==> src/rtl/eoc_msg_proc.sv <==
module eoc_msg_proc #(
  parameter int AW     = 3,
  parameter int CW     = 8,
  parameter int REPEAT = 3,
  parameter logic [CW-1:0] C_LB_ALL = 8'h50,
  parameter logic [CW-1:0] C_LB_B1  = 8'h51,
  parameter logic [CW-1:0] C_LB_B2  = 8'h52,
  parameter logic [CW-1:0] C_CRC    = 8'h53
) (
  input  logic             clk,
  input  logic             rst,
  input  logic             sf_tick,
  input  logic             eoc_vld,
  input  logic [AW+CW:0]   eoc_word,
  output logic             lb_full,
  output logic             lb_b1,
  output logic             lb_b2,
  output logic             crc_corrupt,
  output logic             echo_vld,
  output logic [AW+CW:0]   echo_word
);
  localparam int W  = AW + CW + 1;
  localparam int NW = $clog2(REPEAT + 1);
  localparam logic [NW-1:0] CMAX = NW'(REPEAT);
  localparam logic [NW-1:0] CFIRE = NW'(REPEAT - 1);

  logic [NW-1:0] cnt;
  logic [W-1:0]  last;
  logic          pend;

  wire [AW-1:0] addr    = eoc_word[W-1 -: AW];
  wire [CW-1:0] code    = eoc_word[CW-1:0];
  wire          addr_ok = (addr == '0) || (addr == '1);
  wire          acc     = eoc_vld && addr_ok && eoc_word[CW];
  wire          same    = (cnt != '0) && (eoc_word == last);
  wire          confirm = acc && same && (cnt == CFIRE);

  always_ff @(posedge clk) begin
    if (rst) begin
      cnt <= '0;
      last <= '0;
      pend <= 1'b0;
      lb_full <= 1'b0;
      lb_b1 <= 1'b0;
      lb_b2 <= 1'b0;
      crc_corrupt <= 1'b0;
      echo_vld <= 1'b0;
      echo_word <= '0;
    end else begin
      if (acc) begin
        if (same) begin
          if (cnt != CMAX) cnt <= cnt + 1'b1;
        end else begin
          last <= eoc_word;
          cnt <= NW'(1);
        end
      end
      if (confirm) begin
        echo_word <= eoc_word;
        case (code)
          C_LB_ALL: begin lb_full <= 1'b1; lb_b1 <= 1'b0; lb_b2 <= 1'b0; end
          C_LB_B1:  begin lb_full <= 1'b0; lb_b1 <= 1'b1; lb_b2 <= 1'b0; end
          C_LB_B2:  begin lb_full <= 1'b0; lb_b1 <= 1'b0; lb_b2 <= 1'b1; end
          C_CRC:    crc_corrupt <= 1'b1;
          default:  ;
        endcase
      end
      pend <= confirm || (pend && !sf_tick);
      echo_vld <= pend && sf_tick;
    end
  end
endmodule

==> config.mk <==
export PLATFORM = sky130hd
export DESIGN_NAME = eoc_msg_proc
export DESIGN_NICKNAME = d
export VERILOG_FILES = /design/src/rtl/eoc_msg_proc.sv
export SDC_FILE = /design/constraint.sdc
export NUM_CORES = 1
export LEC_CHECK = 0
export BUFFER_PORTS_ARGS = -buffer_cell sky130_fd_sc_hd__buf_2
export CAP_MARGIN = 25
export CORE_UTILIZATION = 33
export DETAILED_ROUTE_END_ITERATION = 7
export GPL_TIMING_DRIVEN = 0
export PLACE_DENSITY_LB_ADDON = 0.1
export SLEW_MARGIN = 20
export SYNTH_ARGS = -nofsm -noshare
export SYNTH_HDL_FRONTEND = slang
export SYNTH_SLANG_ARGS = --single-unit
==> constraint.sdc <==
create_clock -name clk -period 1.7 [get_ports clk]
set_input_delay 0.17 -clock clk [delete_from_list [all_inputs] [get_ports clk]]
set_output_delay 0.17 -clock clk [all_outputs]
set_load 0.01 [all_outputs]
* Yosys cells after proc, flatten, opt, wreduce, memory -nomap -nowiden *
Index checks and enable logic that the tools add are counted.

word-level totals
  register bits = 32
  input port bits = 16
  output and inout port bits = 17
  word-level logic and storage cells = 49

operators by class
  $add $sub $neg = 1
  eq/ne operators = 9
  mux-type cells = 5
  bitwise gates (word level) = 1
  reduce and logical (&&, ||, !) cells = 24

operators by type and width
  operator                                                                  number
  8-bit by 7-bit equality test with 1-bit output (second input constant)    4
  12-bit equality test                                                      1
  2-bit AND reduction                                                       6
  2-bit nonzero test                                                        4
  1-bit logical AND                                                         7
  1-bit case mux with 2 select lines                                        3
  2-bit OR reduction                                                        3
  2-bit 2-to-1 mux                                                          2
  3-bit equality test (second input constant)                               1
  3-bit zero test                                                           1
  2-bit by 1-bit adder with 2-bit output (second input constant)            1
  2-bit equality test (second input constant)                               1
  1-bit logical OR                                                          2
  2-bit by 1-bit inequality test with 1-bit output (second input constant)  1
  2-bit inequality test (second input constant)                             1
  1-bit zero test                                                           1
  1-bit NOT                                                                 1

* Longest topological paths before layout *
Gate-level depths: netlist of the first run.

  depth in word-level cells = 7
  depth in mapped cells = 7
  mapped depth without buffers = 6

* Least setup slack after synthesis of the first run *
OpenSTA, ideal clock, no wires.

  kind = reg2reg
  start = register last[9]
  end = register echo_word[10]
  setup time = 132 ps
  data arrival time = 1411 ps
  setup slack = 156 ps
  cell stages (with the launch flop) = 7
  period minus slack after synthesis = 1544 ps
  cell sequence = dfxtp_1 xor2_1 nor4_2 nand4_1 clkbuf_2 o21ai_0 a21oi_1

on the way
  cells in the longest elaborated chain, start to end = 4

ends and longest elaborated chain
  what                            line  RTL
  start: declaration              28    logic [W-1:0] last;
  start signal: assignment        54    last <= eoc_word;
  12-bit equality test            35    wire same = (cnt != '0) && (eoc_word == last);
  1-bit logical AND               35
  1-bit logical AND (2 in a row)  36    wire confirm = acc && same && (cnt == CFIRE);
  end signal: assignment          59    echo_word <= eoc_word;
  end: declaration                20    output logic [AW+CW:0] echo_word

No other way between the ends.
A chain may end at the register's enable or synchronous reset.

* Final worst setup path of the first run *
  start = register last[7]
  end = register echo_word[3]

The elaborated chain is that of the path after synthesis.

==> summary.txt, run 1 <==
Critical path
  • CP max stage cell: nor4_2
  • CP Cell Sequence: xor2_1, nor4_2, nand4_1, buf_6, buf_8, o21ai_1, a21oi_1
  • CP Capture Type: flip-flop
  • R2R cell count: 7
  • RR Endpoint: echo_word[3]$_SDFFE_PP0P_
  • Type of origin of the critical path: flip-flop
  • Critical path data required time: ~1.9 ns
  • R2r startpoint: last[7]$_SDFFE_PP0P_
  • Slowest cell delay on critical path: 0.35 ns
  • Reg-to-reg setup timing slack: -0.005 ns
  • WP data arrival: roughly 1.9 ns
  • Crit Path Max Fanout: 7
  • WS Path Type: flip-flop to flip-flop

Clocking
  • Hold-fix buffers, CTS: 0
  • Num CTS Buffers: 5
  • H-tree depth: 2
  • Clock buffer depth: 2
  • Worst-path clk slew: about 0.060 ns
  • Num Clock Sinks: 32
  • Clock root buffer: clkbuf_8
  • Clk Latency, worst-skew pair: about 0.28 ns
  • TritonCTS clock tree: yes

Run
  • Maxcap violations: 0

Layout
  • Area Overhead vs Synth: 33.5%
  • Final-layout fill cell count: ~420
  • Fraction of layout cells with a size suffix above 1: 0.350
  • Cell area after layout: just under 2000 µm²
  • Final nets: approximately 230
  • Area occupied by multi-input gates: roughly 850 µm²
  • Sequential cell area: roughly 640 µm²
  • # diodes: 0
  • Core Util, Final: 0.471

Power and ir drop
  • Worst IR Drop VDD: 475 µV
  • Leakage power of the design: slightly below 0.0008 µW
  • Pwr Density: 725 nW/µm²

Routing
  • WL final: roughly 4.0 mm
  • Vias per inst: 5.36
  • Via count: between 1000 and 1500
  • Post-route ant nets: 0
  • Initial DRC count: 28
  • DRC Markers: 0
  • First drt pass iteration count: 4
  • Mean routed wirelength per cell: 15.6 µm

Global route
  • Total track usage: 0.183
  • First-pass GRT wire length: between 6 and 7 mm
  • Antenna violations before repair: 0
  • Grt ovf: 0
  • Pin count of the biggest net entering global routing: 11
  • Number of global-route vias before repair: about 1300

Placement
  • Placed cell areas: between 1500 and 2000 µm²
  • Routability cong.: roughly 0.78
  • Post-DP HPWL: between 2 and 3 mm
  • Port bufs: 32

Status
  • Violated checks: negative setup slack
  • Status: complete, but fails checks

Timing
  • Final Hold Vio Count: 0
  • Slew @ Worst Pin: approximately 0.56 ns
  • RSZ-0062 raised after global routing: yes
  • Tmin final: approximately 1.7 ns
  • Tcrit/Tclk final: 1.00
  • Pins Over Slew Limit: 0
  • Final WS setup: -0.00545 ns
  • Final setup skew: between 0.004 and 0.005 ns
  • Slew Limit Headroom: 0.625
  • Peak Freq: slightly below 600 MHz
  • # setup viols final: 1
  • Setup TNS: -0.00545 ns

Die
  • Die Wd: between 60 and 70 µm
  • Starting Density: 0.353
  • Row cnt: 23
  • Die Ht: ~68 µm
  • Core Area: 4120 µm²
  • DIE AREA: between 4000 and 5000 µm²
  • IO Pins: 33

Hold path
  • WHS Path Cells: 2
  • Tightest Hold Check Type: primary input to flip-flop
  • HP Start: sf_tick
  • Hold endpoint: echo_vld$_SDFF_PP0_

Synth
  • Seq cells post-synth: 32
  • Syn_nets: between 150 and 200
  • Syn_area_per_cell: a little under 9 µm²
  • Post-synth cell types: 33
  • Post-synthesis sequential area ratio: 0.441
  • Synth warnings: 0
  • Mapped Area: ~1500 µm²
  • Cells after Synth: ~160
-- critical path: cells and delay by family, from the launching register on --
family	cells	cell delay (ns)
compound gates	2	0.21
xor+xnor	1	0.17
buf+inv	2	0.33
flops	1	0.32
simple gates	2	0.53
-- registers in the layout, indices dropped and copies added, names as in the netlist --
signal	flops
echo_vld	1
echo_word	12
lb_b2	1
pend	1
lb_b1	1
lb_full	1
crc_corrupt	1
cnt	2
last	12
-- power breakdown --
part | switching, µW | internal (µW) | total (µW)
Sequential | 4.57 | 758 | 762
Combinational | 67.1 | 36.1 | 103
Clock | 264 | 278 | 541
-- stage by stage --
stage / cells / power, µW / hold slack [ns] / setup slack (ns)
2_1_floorplan: 164 / 827 / 0.243 / 0.156
3_3_place_gp: 246 / 874 / 0.421 / -0.164
3_5_place_dp: 246 / 876 / 0.432 / -0.193
4_1_cts: 254 / 1420 / 0.135 / -0.0173
5_1_grt: 256 / 1480 / 0.127 / -0.0998
6_report: 256 / 1410 / 0.135 / -0.00545
-- layer usage --
metal  GRT usage  vias to the layer above  routed length (µm)
li1            -                      686                   -
met1       0.230                      641                1840
met2       0.293                       39                1890
met4      0.0859                        0                  53
met5           0                        -                   0
met3      0.0450                        6                 221
-- synthesized netlist by cell type --
library cell / instances / area, µm²
o311ai_1: 1 / 8.76
nand4_1: 11 / 68.8
ha_1: 3 / 37.5
and4_4: 1 / 11.3
buf_1: 1 / 3.75
nand2_1: 6 / 22.5
buf_2: 2 / 10.0
o21ai_1: 5 / 25.0
nor2_1: 3 / 11.3
xor2_1: 12 / 105
nor4_1: 1 / 6.26
and3_1: 2 / 12.5
nand3_1: 11 / 55.1
o21ai_0: 17 / 85.1
o211ai_1: 1 / 7.51
nand4bb_1: 1 / 11.3
o211a_1: 2 / 20.0
a31oi_1: 1 / 6.26
inv_1: 4 / 15.0
clkbuf_2: 1 / 5.00
nand4_2: 1 / 12.5
a21oi_1: 19 / 95.1
o31ai_1: 1 / 7.51
nor3_1: 5 / 25.0
nor2b_1: 2 / 12.5
nor4_2: 2 / 25.0
a211oi_1: 2 / 15.0
nand4b_1: 1 / 8.76
buf_6: 2 / 22.5
o21a_1: 4 / 30.0
dfxtp_1: 32 / 641
a21o_1: 1 / 7.51
clkbuf_1: 6 / 22.5
-- logic make-up (layout without fill, tap and decap cells) --
| kind of cell | Yosys count | after routing | share of synthesized area |
|---|---|---|---|
| adders and majority gates | 3 | 3 | 0.0258 |
| and+or+nand+nor | 47 | 47 | 0.195 |
| buffers and inverters | 16 | 58 | 0.0543 |
| AOI/OAI and AO/OA | 54 | 54 | 0.212 |
| xor gates and xnor gates | 12 | 12 | 0.0724 |
| DFF | 32 | 32 | 0.441 |
-- worst max path at each step --
| stage | to | startpoint | slack, ns | cells after the start |
|---|---|---|---|---|
| floorplan | echo_word[10]$_SDFFE_PP0P_ | last[9]$_SDFFE_PP0P_ | 0.16 | 6 |
| CTS | echo_word[2]$_SDFFE_PP0P_ | last[7]$_SDFFE_PP0P_ | -0.02 | 7 |
| global placement | echo_word[7]$_SDFFE_PP0P_ | last[9]$_SDFFE_PP0P_ | -0.16 | 6 |
| global route | echo_word[6]$_SDFFE_PP0P_ | last[5]$_SDFFE_PP0P_ | -0.1 | 7 |
| detailed placement | echo_word[7]$_SDFFE_PP0P_ | last[9]$_SDFFE_PP0P_ | -0.19 | 6 |
| finish | echo_word[3]$_SDFFE_PP0P_ | last[7]$_SDFFE_PP0P_ | -0.005 | 7 |
-- timing repair --
action / in CTS / in global routing
buffers inserted: 1 / 0
endpoints found under the setup margin: 28 / 25
cloned: 0 / 2
pin swaps: 2 / 25
resized for setup: 5 / 48
endpoints found under the hold margin: 0 / 0
-- final cells by class --
type | count | area share
multi-input combinational | 116 | 0.440
inverter | 4 | 0.00774
timing repair buffer | 35 | 0.107
clock inverter | 1 | 0.00258
clock buffer | 6 | 0.0374
tap | 50 | 0.0323
sequential | 32 | 0.331
buffer | 12 | 0.0419
-- cell usage in the layout (no fill, tap or decap), types with 5 or more instances in the layout --
cell type / count
a21oi_1: 15
o21ai_2: 5
dfxtp_1: 31
xor2_1: 12
clkbuf_8: 5
o21ai_1: 12
buf_2: 35
nand2_1: 6
nand4_1: 11
nand3_1: 10
Power figures use the tool's default switching activity.
==> inputs of run 2 (changes only) <==
--- a/config.mk
+++ b/config.mk
@@ -7,7 +7,7 @@
 export LEC_CHECK = 0
 export BUFFER_PORTS_ARGS = -buffer_cell sky130_fd_sc_hd__buf_2
 export CAP_MARGIN = 25
-export CORE_UTILIZATION = 33
+export CORE_UTILIZATION = 47
 export DETAILED_ROUTE_END_ITERATION = 7
 export GPL_TIMING_DRIVEN = 0
 export PLACE_DENSITY_LB_ADDON = 0.1
==> run 2 against run 1 <==
  * The flow finishes with violations (design-rule violations)
  * Maximum frequency grew 2.3%
  * Die area shrank 29%
  * Cell count decreased by 7.0%
  * Setup slack gained 0.039 ns
  * Sequential cell count unchanged
  * Utilization rose by 17 points
  * First-iteration DRC count rose by 79%
  * Clock-buffer cell count did not move
  * Critical endpoint is now lb_b1$_SDFFE_PP0P_
==> summary.txt, run 2 (synthesis results as in run 1) <==
Clocking
  • Worst-path clk slew: 0.10 ns (+0.04 ns)
  • Clock buffer depth: 2 (unchanged)
  • Clock root buffer: clkbuf_4
  • H-tree depth: 2 (unchanged)
  • Num Clock Sinks: 32 (unchanged)
  • Num CTS Buffers: 5 (unchanged)
  • Clk Latency, worst-skew pair: 0.33 ns (+0.05 ns)
  • TritonCTS clock tree: yes

Critical path
  • CP Capture Type: flip-flop
  • Type of origin of the critical path: flip-flop
  • CP Cell Sequence: xor2_1, nor4_2, and4_4, nand4_1, a211oi_1
  • Crit Path Max Fanout: 5 (-2)
  • Bufs and invs on worst path: 0 (-2)
  • WP data arrival: 1.92 ns (+0.07 ns)
  • Slowest cell delay on critical path: 0.33 ns (-0.02 ns)
  • CP max stage cell: dfxtp_1
  • Critical path data required time: 1.95 ns (+0.10 ns)
  • WS Path Type: flip-flop to flip-flop
  • Largest delay share family, worst path: simple AND/OR/NAND/NOR gates

Die
  • DIE AREA: 3320 µm² (-29%)
  • Row cnt: 19 (-17%)
  • IO Pins: 33 (unchanged)
  • Die Ht: 57.6 µm (-16%)
  • Core Area: 2850 µm² (-31%)
  • Starting Density: 0.509 (+0.156)
  • Die Wd: 57.6 µm (-16%)

Placement
  • Port bufs: 32 (unchanged)
  • Routability cong.: 0.808 (+3.4%)
  • Post-DP HPWL: 2.51 mm (-10%)
  • Dpl ws: -0.117 ns (+0.0761 ns)

Power and ir drop
  • Comb pwr share: 0.070 (-0.003)
  • Pwr Density: 789 nW/µm² (+8.8%)
  • Total power: 1430 µW (+1.8%)
  • Leakage power of the design: 0.000773 µW (-1.1%)
  • Switching Fraction: 0.232 (-0.00626)
  • Seq pwr share: 0.532 (-0.010)
  • NetSw: 332 µW (-0.83%)
  • Internal Power: 1100 µW (+2.7%)
  • Clk pwr share: 0.398 (+0.013)
  • Worst IR Drop VDD: 560 µV (+18%)

Status
  • Status: complete, but fails checks
  • Violated checks: design-rule violations

Timing
  • # setup viols final: 0 (-1)
  • Pins Over Slew Limit: 0 (unchanged)
  • RSZ-0062 raised after global routing: yes
  • Final Hold Vio Count: 0 (unchanged)
  • Final WS setup: 0.0337 ns (+0.0391 ns)
  • Final setup skew: 0.00673 ns (+0.00259 ns)
  • Slew @ Worst Pin: 0.532 ns (-0.0283 ns)
  • Tcrit/Tclk final: 0.980 (-0.0230)
  • Peak Freq: 600 MHz (+2.3%)
  • Setup TNS: 0 ns (+0.00545 ns)
  • Tmin final: 1.67 ns (-0.0391 ns)
  • Slew Limit Headroom: 0.646 (+0.0205)

Routing
  • WL final: 3.74 mm (-6.6%)
  • Via count: 1412 (+2.9%)
  • Vias per inst: 5.93 (+11%)
  • DRC Markers: 1 (+1)
  • First drt pass iteration count: 6 (+2)
  • Mean routed wirelength per cell: 15.7 µm (+0.49%)
  • Initial DRC count: 50 (+79%)
  • Post-route ant nets: 0 (unchanged)

Layout
  • Area Overhead vs Synth: 25.0%
  • Leading cell type in the layout, fill and taps excluded: buf_2
  • Final nets: 225 (unchanged)
  • # diodes: 0 (unchanged)
  • Top Registers: echo_word (12), last (12), cnt (2)
  • Fraction of layout cells with a size suffix above 1: 0.314 (-0.0355)
  • Most frequent cells in the layout: buf_2 (34), dfxtp_1 (30), a21oi_1 (19)

Global route
  • Grt ovf: 0 (unchanged)
  • Number of global-route vias before repair: 1276 (-3.1%)
  • Antenna violations before repair: 0 (unchanged)
  • First-pass GRT wire length: 5.79 mm (-5.1%)
  • Pin count of the biggest net entering global routing: 11 (unchanged)
  • Total track usage: 0.230 (+0.0463)

Run
  • Maxcap violations: 0 (unchanged)

Hold path
  • Tightest Hold Check Type: primary input to flip-flop
-- run 2: worst reg2reg max path: stages, from the launching register on --
cell      delay [ns]
dfxtp_1         0.33
xor2_1          0.17
nor4_2          0.33
and4_4          0.32
nand4_1         0.17
a211oi_1        0.27
-- run 2: layer usage --
metal | part of all wire | GRT usage | routed length, µm
met1 | 0.47 | 0.302 | 1740
met2 | 0.48 | 0.372 | 1800
met3 | 0.044 | 0.0544 | 163
met4 | 0.0083 | 0.0732 | 31
met5 | 0 | 0 | 0
-- run 2: power groups by stage --
stage	clock [µW]	sequential [µW]	combinational, µW
6_report	571	762	100
3_5_place_dp	0	779	96.5
5_1_grt	616	763	107
2_1_floorplan	0	778	48.9
3_3_place_gp	0	778	94.0
4_1_cts	573	762	97.5
-- run 2: final cells by class --
class | count | area [µm²]
Inverter | 4 | 15.0
Timing Repair Buffer | 35 | 184
Multi-Input combinational cell | 116 | 776
Tap cell | 31 | 38.8
Buffer | 12 | 82.6
Clock buffer | 6 | 41.3
Fill cell | 260 | 1040
Clock inverter | 2 | 35.0
Sequential cell | 32 | 643
-- run 2: repair_timing --
action                                  CTS  global route
endpoints found under the setup margin   25            19
hold buffers                              0             0
cloned                                    0             1
buffers inserted                          2             0
resized for setup                         0            34
pin swaps                                 2             4
-- run 2: metrics by stage --
step	cells	hold WS, ns	util	cell area (µm²)
detailed placement	227	0.427	0.579	1650
floorplan	164	0.243	-	1450
finish	238	0.0835	0.636	1820
CTS	237	0.0817	0.611	1740
global placement	227	0.417	0.579	1650
global route	238	0.0670	0.636	1820
-- run 2: path summary, 6_finish.rpt --
kind	startpoint	end	slack, ns	cells past startpoint
max	last[6]$_SDFFE_PP0P_	lb_b1$_SDFFE_PP0P_	0.03	5
min	sf_tick	echo_vld$_SDFF_PP0_	0.08	2
max reg2reg	last[6]$_SDFFE_PP0P_	lb_b1$_SDFFE_PP0P_	0.03	5
min reg2reg	echo_word[4]$_SDFFE_PP0P_	echo_word[4]$_SDFFE_PP0P_	0.47	2
